**src/rtl/dcmp_timer8_pkg.sv**
```systemverilog
package dcmp_timer8_pkg;

   typedef enum logic [1:0] {
      ACT_NONE   = 2'b00,
      ACT_LOW    = 2'b01,
      ACT_HIGH   = 2'b10,
      ACT_TOGGLE = 2'b11
   } out_act_e;

   localparam int unsigned ADDR_W = 3;

   localparam logic [ADDR_W-1:0] REG_CTRL = 3'd0;
   localparam logic [ADDR_W-1:0] REG_ACT  = 3'd1;
   localparam logic [ADDR_W-1:0] REG_CMP0 = 3'd2;
   localparam logic [ADDR_W-1:0] REG_CNT  = 3'd4;
   localparam logic [ADDR_W-1:0] REG_FLAG = 3'd5;

   // Rank used when several channels request an action in one cycle.
   function automatic int unsigned act_rank(input out_act_e a);
      case (a)
         ACT_TOGGLE: return 3;
         ACT_HIGH:   return 2;
         ACT_LOW:    return 1;
         default:    return 0;
      endcase
   endfunction

endpackage

```
**src/rtl/dcmp_edge_src.sv**
```systemverilog
module dcmp_edge_src #(
   parameter int unsigned SEL_W       = 2,
   parameter int unsigned DIV_W       = 8,
   parameter int unsigned TAP_BASE    = 0,
   parameter int unsigned TAP_STEP    = 2,
   parameter int unsigned SYNC_STAGES = 2
)(
   input  logic             clk,
   input  logic             rst_n,
   input  logic [SEL_W-1:0] sel_i,
   input  logic             use_ext_i,
   input  logic             fall_i,
   input  logic             ext_i,
   output logic             edge_o
);

   localparam int unsigned NUM_INT = 2 ** SEL_W;

   logic [DIV_W-1:0]       div_q;
   logic [SYNC_STAGES-1:0] sync_q;
   logic [NUM_INT-1:0]     int_clk;
   logic                   lvl;
   logic                   adj;
   logic                   adj_q;

   always_ff @(posedge clk or negedge rst_n) begin
      if (!rst_n) div_q <= '0;
      else        div_q <= div_q + 1'b1;
   end

   generate
      if (SYNC_STAGES == 1) begin : g_sync_one
         always_ff @(posedge clk or negedge rst_n) begin
            if (!rst_n) sync_q <= '0;
            else        sync_q <= ext_i;
         end
      end else begin : g_sync_chain
         always_ff @(posedge clk or negedge rst_n) begin
            if (!rst_n) sync_q <= '0;
            else        sync_q <= {sync_q[SYNC_STAGES-2:0], ext_i};
         end
      end
   endgenerate

   for (genvar k = 0; k < NUM_INT; k++) begin : g_tap
      assign int_clk[k] = div_q[TAP_BASE + k * TAP_STEP];
   end

   // Polarity folded into the level: any switch shows as a level step.
   assign lvl = use_ext_i ? sync_q[SYNC_STAGES-1] : int_clk[sel_i];
   assign adj = lvl ^ fall_i;

   always_ff @(posedge clk or negedge rst_n) begin
      if (!rst_n) adj_q <= 1'b0;
      else        adj_q <= adj;
   end

   assign edge_o = adj & ~adj_q;

endmodule

```
**src/rtl/dcmp_cmp_chan.sv**
```systemverilog
module dcmp_cmp_chan import dcmp_timer8_pkg::*; #(
   parameter int unsigned CNT_W = 8
)(
   input  logic             clk,
   input  logic             rst_n,
   input  logic             inc_i,
   input  logic [CNT_W-1:0] cnt_next_i,
   input  logic [CNT_W-1:0] cmp_i,
   input  out_act_e         act_i,
   input  logic             flag_clr_i,
   output logic             hit_o,
   output out_act_e         act_o,
   output logic             flag_o
);

   assign hit_o = inc_i && (cnt_next_i == cmp_i);
   assign act_o = hit_o ? act_i : ACT_NONE;

   always_ff @(posedge clk or negedge rst_n) begin
      if (!rst_n)          flag_o <= 1'b0;
      else if (hit_o)      flag_o <= 1'b1;
      else if (flag_clr_i) flag_o <= 1'b0;
   end

endmodule

```
**src/rtl/dcmp_out_resolve.sv**
```systemverilog
module dcmp_out_resolve import dcmp_timer8_pkg::*; #(
   parameter int unsigned NUM_CH = 2
)(
   input  logic                   clk,
   input  logic                   rst_n,
   input  logic [NUM_CH-1:0][1:0] acts_i,
   output logic                   wave_o
);

   out_act_e win;

   always_comb begin
      win = ACT_NONE;
      for (int i = 0; i < NUM_CH; i++) begin
         if (act_rank(out_act_e'(acts_i[i])) > act_rank(win))
            win = out_act_e'(acts_i[i]);
      end
   end

   always_ff @(posedge clk or negedge rst_n) begin
      if (!rst_n) wave_o <= 1'b0;
      else begin
         case (win)
            ACT_LOW:    wave_o <= 1'b0;
            ACT_HIGH:   wave_o <= 1'b1;
            ACT_TOGGLE: wave_o <= ~wave_o;
            default:    wave_o <= wave_o;
         endcase
      end
   end

endmodule

```
**src/rtl/dcmp_timer8.sv**
```systemverilog
module dcmp_timer8 import dcmp_timer8_pkg::*; #(
   parameter int unsigned CNT_W       = 8,
   parameter int unsigned SEL_W       = 2,
   parameter int unsigned DIV_W       = 8,
   parameter int unsigned TAP_BASE    = 0,
   parameter int unsigned TAP_STEP    = 2,
   parameter int unsigned SYNC_STAGES = 2
)(
   input  logic              clk,
   input  logic              rst_n,
   input  logic              wr_en,
   input  logic [2:0]        wr_addr,
   input  logic [CNT_W-1:0]  wr_data,
   input  logic              ext_clk_in,
   output logic              wave_out,
   output logic [CNT_W-1:0]  count_o,
   output logic              match_a_o,
   output logic              match_b_o,
   output logic              ovf_o
);

   localparam int unsigned NUM_CH   = 2;
   localparam int unsigned EXT_BIT  = SEL_W;
   localparam int unsigned FALL_BIT = SEL_W + 1;
   localparam int unsigned CLRA_BIT = SEL_W + 2;
   localparam int unsigned OVF_BIT  = NUM_CH;
   localparam logic [CNT_W-1:0] CNT_ONE = CNT_W'(1);
   localparam logic [CNT_W-1:0] CNT_MAX = {CNT_W{1'b1}};

   generate
      if (CNT_W < SEL_W + 3 || CNT_W < 2 * NUM_CH) begin : g_bad_cnt_w
         $error("CNT_W too narrow for the control and action fields");
      end
      if (TAP_BASE + (2 ** SEL_W - 1) * TAP_STEP >= DIV_W) begin : g_bad_tap
         $error("divider taps exceed DIV_W");
      end
      if (SYNC_STAGES < 1) begin : g_bad_sync
         $error("SYNC_STAGES must be at least 1");
      end
   endgenerate

   logic [SEL_W-1:0]  sel_q;
   logic              use_ext_q;
   logic              fall_q;
   logic              clr_on_a;
   logic [CNT_W-1:0]  cnt_q;
   logic [CNT_W-1:0]  cnt_next;
   logic              ovf_q;
   logic              inc_w;
   logic              edge_w;
   logic              cnt_wr;
   logic              flag_wr;
   logic [NUM_CH-1:0] hit_w;
   logic [NUM_CH-1:0] flag_w;
   logic [NUM_CH-1:0] flag_clr_w;
   logic [NUM_CH-1:0][1:0] act_w;

   assign cnt_wr  = wr_en && (wr_addr == REG_CNT);
   assign flag_wr = wr_en && (wr_addr == REG_FLAG);

   always_ff @(posedge clk or negedge rst_n) begin
      if (!rst_n) begin
         sel_q     <= '0;
         use_ext_q <= 1'b0;
         fall_q    <= 1'b0;
         clr_on_a  <= 1'b0;
      end else if (wr_en && wr_addr == REG_CTRL) begin
         sel_q     <= wr_data[SEL_W-1:0];
         use_ext_q <= wr_data[EXT_BIT];
         fall_q    <= wr_data[FALL_BIT];
         clr_on_a  <= wr_data[CLRA_BIT];
      end
   end

   dcmp_edge_src #(
      .SEL_W       (SEL_W),
      .DIV_W       (DIV_W),
      .TAP_BASE    (TAP_BASE),
      .TAP_STEP    (TAP_STEP),
      .SYNC_STAGES (SYNC_STAGES)
   ) edge_src_i (
      .clk       (clk),
      .rst_n     (rst_n),
      .sel_i     (sel_q),
      .use_ext_i (use_ext_q),
      .fall_i    (fall_q),
      .ext_i     (ext_clk_in),
      .edge_o    (edge_w)
   );

   // A software load of the counter takes precedence over a count edge.
   assign inc_w    = edge_w && !cnt_wr;
   assign cnt_next = cnt_q + CNT_ONE;

   for (genvar ch = 0; ch < NUM_CH; ch++) begin : g_chan
      logic [CNT_W-1:0] cmp_q;
      out_act_e         act_q;
      out_act_e         act_req;

      always_ff @(posedge clk or negedge rst_n) begin
         if (!rst_n) begin
            cmp_q <= CNT_MAX;
            act_q <= ACT_NONE;
         end else begin
            if (wr_en && wr_addr == REG_CMP0 + ADDR_W'(ch))
               cmp_q <= wr_data;
            if (wr_en && wr_addr == REG_ACT)
               act_q <= out_act_e'(wr_data[2*ch +: 2]);
         end
      end

      assign flag_clr_w[ch] = flag_wr && wr_data[ch];

      dcmp_cmp_chan #(.CNT_W(CNT_W)) cmp_i (
         .clk        (clk),
         .rst_n      (rst_n),
         .inc_i      (inc_w),
         .cnt_next_i (cnt_next),
         .cmp_i      (cmp_q),
         .act_i      (act_q),
         .flag_clr_i (flag_clr_w[ch]),
         .hit_o      (hit_w[ch]),
         .act_o      (act_req),
         .flag_o     (flag_w[ch])
      );

      assign act_w[ch] = act_req;
   end

   always_ff @(posedge clk or negedge rst_n) begin
      if (!rst_n)                    cnt_q <= '0;
      else if (cnt_wr)               cnt_q <= wr_data;
      else if (inc_w) begin
         if (clr_on_a && hit_w[0])   cnt_q <= '0;
         else                        cnt_q <= cnt_next;
      end
   end

   always_ff @(posedge clk or negedge rst_n) begin
      if (!rst_n)                              ovf_q <= 1'b0;
      else if (inc_w && cnt_q == CNT_MAX)      ovf_q <= 1'b1;
      else if (flag_wr && wr_data[OVF_BIT])    ovf_q <= 1'b0;
   end

   dcmp_out_resolve #(.NUM_CH(NUM_CH)) resolve_i (
      .clk    (clk),
      .rst_n  (rst_n),
      .acts_i (act_w),
      .wave_o (wave_out)
   );

   assign count_o   = cnt_q;
   assign match_a_o = flag_w[0];
   assign match_b_o = flag_w[1];
   assign ovf_o     = ovf_q;

endmodule

```
**config.mk**
```make
export PLATFORM = sky130hd
export DESIGN_NAME = dcmp_timer8
export DESIGN_NICKNAME = d
export VERILOG_FILES = /design/src/rtl/dcmp_timer8_pkg.sv /design/src/rtl/dcmp_edge_src.sv /design/src/rtl/dcmp_cmp_chan.sv /design/src/rtl/dcmp_out_resolve.sv /design/src/rtl/dcmp_timer8.sv
export SDC_FILE = /design/constraint.sdc
export NUM_CORES = 1
export LEC_CHECK = 0
export ABC_AREA = 1
export CAP_MARGIN = 20
export CORE_UTILIZATION = 55
export DETAILED_ROUTE_END_ITERATION = 10
export PLACE_DENSITY = 0.78
export SLEW_MARGIN = 20
export SYNTH_ARGS = -nofsm -noshare
export SYNTH_HDL_FRONTEND = slang
export SYNTH_SLANG_ARGS = --single-unit
```
**constraint.sdc**
```tcl
create_clock -name clk -period 7.4 [get_ports clk]
set_input_delay 1.48 -clock clk [delete_from_list [all_inputs] [get_ports clk]]
set_output_delay 1.48 -clock clk [all_outputs]
set_load 0.02 [all_outputs]
```
==> run summary, run 1 <==
========================================================================================
Outcome ................................................................... finished, final reports clean
GRT overflow ..............................................................            0
Number of cells traversed by the worst register-to-register path ..........           18
Min Hold Slack ............................................................    0.3572 ns
Area share of fa/ha/maj cells after synthesis .............................       1.926%
Post-synth top area cell ..................................................      dfrtp_1
Cell breakdown of the critical path ....................................... clkdlybuf4s50_1 > nor2_1 > nand2_1 > nand3_4 > inv_2 > nand3_1 > inv_1 > ha_1 > a22oi_1 > inv_1 > nand2_1 > nand3_1 > nand2_1 > inv_1
Highest-delay cell along the critical path ................................ clkdlybuf4s50_1
Number of hold-slack violations in the final timing report ................            0
Chip width ................................................................     70.74 µm
Share of cells above drive strength 1 .....................................       15.56%
Synth top area cells ...................................................... dfrtp_1 (30%), dfstp_2 (16%), nand2_1 (14%)
Worst relative slew slack .................................................       58.29%
Clock Path Buffers ........................................................            2
Footprint of the flip-flops and latches ...................................     1196 µm²
Mean number of vias per cell ..............................................        5.265
Synthesized Nets ..........................................................          348
Resized cells post-CTS ....................................................            0
Die Outline Area ..........................................................     5004 µm²
Worst min-delay path class ................................................ flop to flop
Wirelength, routed ........................................................     5.545 mm
Die height ................................................................     70.74 µm
Sequential cell area fraction in the yosys report .........................       46.03%
Antenna diodes ............................................................            0
Initial standard-cell utilization of the core .............................       58.47%
Synth top area share ......................................................       29.85%
Clock root cell ...........................................................     clkbuf_8
Cell row count ............................................................           24
Post-route ant nets .......................................................            0
Flip-flop and latch count after synthesis .................................           47
Total half-perimeter wirelength after legalization and detailed placement .     4.036 mm
Total area of multi-input combinational cells .............................     1200 µm²
Hold buffer count at cts ..................................................            0
Critical path fanouts, max ................................................            9
Reg-to-reg critical path endpoint ......................................... resolve_i.wave_o
Worst setup path end ...................................................... resolve_i.wave_o
Xor and xnor area share after synthesis ...................................       2.696%
Initial antenna violation count ...........................................            0
# clock sinks .............................................................           47
Count of port buffers added during placement ..............................           26
Maximum number of pins on one net before global-route repair ..............           48
Data required time of the worst path ......................................      7.60 ns
Most frequent standard cell in the layout excluding fill and tap cells ....      nand2_1
Min Clock Period, post-route ..............................................     3.614 ns
Fraction of the mapped netlist area in compound gates .....................       8.714%
Share of the cycle needed by the critical path after routing ..............       48.84%
# IOs .....................................................................           27
Detailed router's first-iteration violation count .........................          247
Slew @ Worst Pin ..........................................................    0.6240 ns
Achievable Freq ...........................................................   0.2767 GHz
CP Data Arrival Time ......................................................      3.82 ns
Min setup slack post-route ................................................     3.786 ns
Worst vdd ir ..............................................................     209.0 µV
Mean area per synthesized cell ............................................    7.899 µm²
Pre-Repair DR Iteration Count .............................................            4
Post-CTS Setup Repair Bufs ................................................            0
Post-synthesis cell count .................................................          329
Final number of max-transition violations .................................            0
Via Count .................................................................        2,169
Number of global-route vias before repair .................................        2,038
Setup slack, reg-to-reg ...................................................      4.41 ns
Worst setup EP type .......................................................         flop
PD cells .................................................................. 313.9 nW/µm²
Post-synthesis mux area share .............................................           0%
Count of distinct cell types in the synthesized netlist ...................           30
Total of fill cells in the finished design ................................          349
Summed instance area of the synthesized netlist ...........................     2599 µm²
Most frequent cells in the layout ......................................... nand2_1 (98), inv_1 (45), nand3_1 (35)
Layout-stage area growth over the synthesis result ........................       15.65%
Largest stage delay, worst path ...........................................      0.52 ns
Setup slack at placement ..................................................     3.531 ns
Setup Skew ................................................................  0.005498 ns
Number of clock buffers inserted by TritonCTS .............................            5
Crit start category .......................................................    input pin
Setup repair after global routing missed its margin .......................        false
Dominant combinational cell family by area after synthesis ................ simple AND/OR/NAND/NOR gates
Post-synthesis share of cell area spent on and, or, nand and nor gates ....       32.84%
Origin of the critical flop-to-flop path ..................................   count_o[0]
Post-Route Setup TNS ......................................................         0 ns
Number of failing setup endpoints in the final timing report ..............            0
Post-layout net count .....................................................          378
GRT Total Usage ...........................................................       25.13%
Leakage power .............................................................  0.001423 µW
Worst-skew pair later-pin latency .........................................      0.30 ns
Worst setup path startpoint ...............................................   wr_addr[1]
Clock-pin slew on the worst setup and hold paths ..........................      0.09 ns
Crit Path Category ........................................................ input pin to flop
Global placer's final weighted congestion .................................       0.8807
Clock tree from TritonCTS .................................................          yes
Total of max-cap violations ...............................................            0
Area of the core ..........................................................     4444 µm²
H-tree levels .............................................................            2
DRC viols .................................................................            0
Detail-routed net length per standard cell ................................     13.46 µm
Global-route wire length before repair ....................................     9.625 mm
Number of warnings printed during yosys synthesis .........................            0
========================================================================================
registers in the layout, indices dropped and copies added (netlist names), 2 cells and up:
| signal | cells |
|---|---|
| sel_q | 2 |
| edge_src_i.sync_q | 2 |
| edge_src_i.div_q | 7 |
| count_o | 8 |
| g_chan.cmp_q | 16 |
| g_chan.act_q | 4 |
| g_chan.cmp_i.flag_o | 2 |
power breakdown:
group	switching [µW]	leakage (µW)	internal, µW
sequential	63.9	0.000552	323
clock	89.7	0.0000474	76.3
combinational	232	0.000824	159
total	385	0.00142	558
stage by stage:
stage	std cells	utilization (%)	total power [µW]	cell area [µm²]
4_1_cts	412	67.57	946.3	3003
2_1_floorplan	329	-	656.0	2599
3_3_place_gp	404	65.34	770.6	2904
5_1_grt	412	67.62	1015	3005
6_report	412	67.62	943.3	3005
3_5_place_dp	404	65.34	778.9	2904
area by class of cell:
cell class | instances | share of cell area [%]
multi-input combinational | 229 | 39.93
timing repair buffer | 26 | 8.576
sequential | 47 | 39.80
clock inverter | 2 | 0.5412
inverter | 50 | 6.245
tap | 52 | 2.165
clock buffer | 6 | 2.748
logic make-up (layout without fill, tap and decap cells):
kind of cell             count (synthesis)  count (layout)
AO/OA/AOI/OAI                           40              40
XOR/XNOR                                 8               8
adder cells (fa/ha/maj)                  4               4
flip-flops                              47              47
AND/OR/NAND/NOR                        177             177
buffers and inverters                   53              84
metal layers:
metal / track usage, % / part of all wire, %
met4: 9.556 / 1.4
met1: 35.57 / 47
met5: 0 / 0
met2: 38.89 / 46
met3: 4.558 / 5.4
critical path, delay by kind of cell:
kind | cells | cell delay (ns)
buffers and inverters | 5 | 0.93
AOI/OAI and AO/OA | 1 | 0.28
adders and majority gates | 1 | 0.22
and+or+nand+nor | 7 | 0.91
cell usage after synthesis:
master / number
nand3_1: 35
nor2_1: 8
dfstp_2: 16
dfrtp_1: 31
xnor2_1: 2
or2_2: 1
inv_2: 4
o21ai_0: 30
nand3_2: 3
buf_4: 1
inv_1: 45
xor2_1: 6
nor3b_1: 1
nand3_4: 1
clkinv_1: 1
a21oi_1: 1
nor2_2: 4
a22oi_1: 1
nand4_1: 2
nor2_4: 4
o211ai_1: 6
o31ai_1: 1
nand3b_1: 6
clkbuf_1: 2
nand2_1: 98
ha_1: 4
nand2_4: 1
o21bai_2: 1
nor3_1: 1
nand2_2: 12
worst min path at each step:
stage                         startpoint                   end  slack, ns  depth (start not counted)
CTS                 edge_src_i.sync_q[0]  edge_src_i.sync_q[1]       0.36                          0
global placement    edge_src_i.sync_q[0]  edge_src_i.sync_q[1]       0.34                          0
finish              edge_src_i.sync_q[0]  edge_src_i.sync_q[1]       0.36                          0
floorplan           edge_src_i.sync_q[0]  edge_src_i.sync_q[1]       0.33                          0
detailed placement  edge_src_i.sync_q[0]  edge_src_i.sync_q[1]       0.34                          0
global route        edge_src_i.sync_q[0]  edge_src_i.sync_q[1]       0.37                          0
Power figures use the tool's default switching activity.
==> run 2, diff against run 1 <==
- CORE_UTILIZATION: 55 -> 51
- PLACE_DENSITY: 0.78 -> 0.76
- clock period: 7.4 -> 3 ns (I/O delays scaled with it)
==> run 2 against run 1 <==
Effect of this change:
- sequential cell count unchanged
- worst hold slack got worse by 0.14 ns
- non-clock buffer count increased by 3
- critical path depth increased by 5
- first-iteration DRC count decreased by 53%
- clock power increased to 3.3 times the previous value
- via count increased by 3.6%
- register-to-register slack got worse by 4.2 ns
- clock skew increased by 0.0055 ns
- setup slack got worse by 3.5 ns
- cell area increased by 3.1%
- sequential power increased by 140%
==> run summary, run 2 (synthesis gave the netlist of run 1 again) <==
========================================================================================
Chip width ................................................................     73.39 µm   was 70.74 µm
Clock-pin slew on the worst setup and hold paths ..........................      0.09 ns   about the same
Most frequent standard cell in the layout excluding fill and tap cells ....      nand2_1   unchanged
PD cells .................................................................. 810.0 nW/µm²   was 313.9 nW/µm²
Global-route wire length before repair ....................................     9.901 mm   was 9.625 mm
Initial antenna violation count ...........................................            0   unchanged
Number of placed cells counting well taps .................................          422   was 404
Leakage power .............................................................  0.001453 µW   was 0.001423 µW
Outcome ................................................................... finished, final reports clean   unchanged
Post-Route Setup TNS ......................................................         0 ns   unchanged
Detailed router's first-iteration violation count .........................          117   was 247
Via Count .................................................................        2,246   was 2,169
Wirelength, routed ........................................................     5.849 mm   was 5.545 mm
Die Outline Area ..........................................................     5385 µm²   was 5004 µm²
Total chip power ..........................................................      2511 µW   was 943.3 µW
Number of failing setup endpoints in the final timing report ..............            0   unchanged
Count of port buffers added during placement ..............................           26   unchanged
Max reg flops .............................................................           16   unchanged
Share of the cycle needed by the critical path after routing ..............       91.91%
Share of total power in combinational logic ...............................        40.6%   was 41.4%
GRT Total Usage ...........................................................       24.42%   was 25.13%
Crit Path Category ........................................................ flop to flop   was input pin to flop
Setup Skew ................................................................   0.01097 ns   was 0.005498 ns
Count of placed standard cells in the final layout, fillers left out ......          430   was 412
Worst relative slew slack .................................................       58.08%   was 58.29%
Switching portion of total power ..........................................       38.28%   was 40.84%
Worst min-delay path class ................................................ input pin to asynchronous set/reset pin   was flop to flop
Maximum number of pins on one net before global-route repair ..............           32   was 48
Post-route ant nets .......................................................            0   unchanged
Initial standard-cell utilization of the core .............................       53.95%   was 58.47%
Sw Pwr ....................................................................     961.0 µW   was 385.3 µW
GRT overflow ..............................................................            0   unchanged
Global placer's final weighted congestion .................................       0.8379   was 0.8807
Detail-routed net length per standard cell ................................     13.60 µm   was 13.46 µm
Setup repair after global routing missed its margin .......................        false   unchanged
Internal power ............................................................      1550 µW   was 558.0 µW
Register with the highest flop count ...................................... g_chan.cmp_q   unchanged
Final Util ................................................................       64.34%   was 67.62%
# clock sinks .............................................................           47   unchanged
Cell row count ............................................................           25   was 24
Antenna diodes ............................................................            0   unchanged
Worst-skew pair later-pin latency .........................................      0.30 ns   about the same
Min Clock Period, post-route ..............................................     2.757 ns
Clock Path Buffers ........................................................            2   unchanged
Die height ................................................................     73.39 µm   was 70.74 µm
CP Data Arrival Time ......................................................      2.96 ns   was 3.82 ns
Part of the power in registers ............................................        37.4%   was 41.0%
Post-CTS Setup Repair Bufs ................................................            0   unchanged
Most frequent cells in the layout ......................................... nand2_1 (98), inv_1 (45), nand3_1 (35)   unchanged
Min setup slack post-route ................................................    0.2427 ns   was 3.786 ns
Layout-stage area growth over the synthesis result ........................       19.26%   was 15.65%
Share of cells above drive strength 1 .....................................       16.80%   was 15.56%
Setup slack at placement ..................................................    0.1934 ns   was 3.531 ns
Clock share of power ......................................................        22.0%   was 17.6%
Area of the core ..........................................................     4817 µm²   was 4444 µm²
# IOs .....................................................................           27   unchanged
Total of fill cells in the finished design ................................          424   was 349
Number of clock buffers inserted by TritonCTS .............................            5   unchanged
Clock tree from TritonCTS .................................................          yes   unchanged
Crit start category .......................................................         flop   was input pin
Worst vdd ir ..............................................................     376.9 µV   was 209.0 µV
Mean number of vias per cell ..............................................        5.223   was 5.265
Clock root cell ...........................................................     clkbuf_8   unchanged
Achievable Freq ...........................................................   0.3627 GHz
Number of hold-slack violations in the final timing report ................            0   unchanged
Number of global-route vias before repair .................................        2,151   was 2,038
Pre-Repair DR Iteration Count .............................................            4   unchanged
DRC viols .................................................................            0   unchanged
Total of max-cap violations ...............................................            0   unchanged
Final number of max-transition violations .................................            0   unchanged
H-tree levels .............................................................            2   unchanged
Critical path fanouts, max ................................................            5   was 9
Slew @ Worst Pin ..........................................................    0.6271 ns   was 0.6240 ns
Data required time of the worst path ......................................      3.20 ns   was 7.60 ns
Post-layout net count .....................................................          381   was 378
Worst setup EP type .......................................................         flop   unchanged
Total half-perimeter wirelength after legalization and detailed placement .     4.273 mm   was 4.036 mm
========================================================================================
==> run 2: power by group through the flow <==
stage               Sequential (µW)  Combinational, µW  Clock (µW)
finish                          939               1020         552
global route                    962               1150         585
CTS                             931               1010         562
detailed placement              942                996           0
global placement                938                969           0
floorplan                       989                629           0
==> run 2: repair_timing <==
action	in CTS	in global routing
gates resized for setup	0	3
hold buffers	0	0
endpoints found under the hold margin	0	0
setup endpoints to repair	0	1
==> run 2: metrics by stage <==
step | hold slack [ns] | cell area, µm²
2_1_floorplan | 0.3044 | 2599
3_3_place_gp | 0.3325 | 2945
3_5_place_dp | 0.3364 | 2945
4_1_cts | 0.2190 | 3082
5_1_grt | 0.2346 | 3099
6_report | 0.2200 | 3099
==> run 2: routing by layer <==
layer | routed length [µm] | vias up | track usage [%]
met5 | 0 | - | 0
met4 | 68 | 0 | 7.479
met3 | 297 | 6 | 4.664
met2 | 2802 | 80 | 40.95
met1 | 2681 | 1044 | 32.20
li1 | - | 1116 | -
==> run 2: critical path: stages (launching register included) <==
cell and delay (ns):
dfrtp_1 0.47, ha_4 0.20, nand2_2 0.09, clkinv_1 0.09
nand2_1 0.17, nand2_1 0.12, nand2_1 0.07, nand2_1 0.06
nor2_2 0.12, nand3_2 0.12, nor2_4 0.15, nand2_1 0.08
ha_1 0.32, nand2_1 0.08, a22oi_2 0.17, inv_1 0.09
nand3_1 0.10, nand3_1 0.06, nand2_1 0.07, inv_1 0.03
==> run 2: cell type report <==
type / instances / area (µm²) / area share (%)
timing repair buffer: 29 / 277.8 / 8.962
clock buffer: 5 / 68.82 / 2.220
clock inverter: 3 / 67.56 / 2.180
inverter: 50 / 187.7 / 6.056
multi-input combinational: 229 / 1217 / 39.28
tap: 67 / 83.83 / 2.705
sequential: 47 / 1196 / 38.60
==> run 2: path summary, 6_finish.rpt <==
path	startpoint	end	slack, ns	cells after the start
worst max-delay path	count_o[1]	resolve_i.wave_o	0.24	19
worst min-delay path	rst_n	count_o[0]	0.22	1
worst max register to register	count_o[1]	resolve_i.wave_o	0.24	19
worst min register to register	edge_src_i.sync_q[0]	edge_src_i.sync_q[1]	0.36	0
max in group asynchronous	rst_n	g_chan[0].cmp_q[3]	2.00	2
min in group clk	edge_src_i.sync_q[0]	edge_src_i.sync_q[1]	0.36	0
==> run 3, diff against run 2 <==
- CAP_MARGIN: 20 -> 5
==> results of run 3 <==
The final DEF is identical to that of run 2; final timing and power are the same.
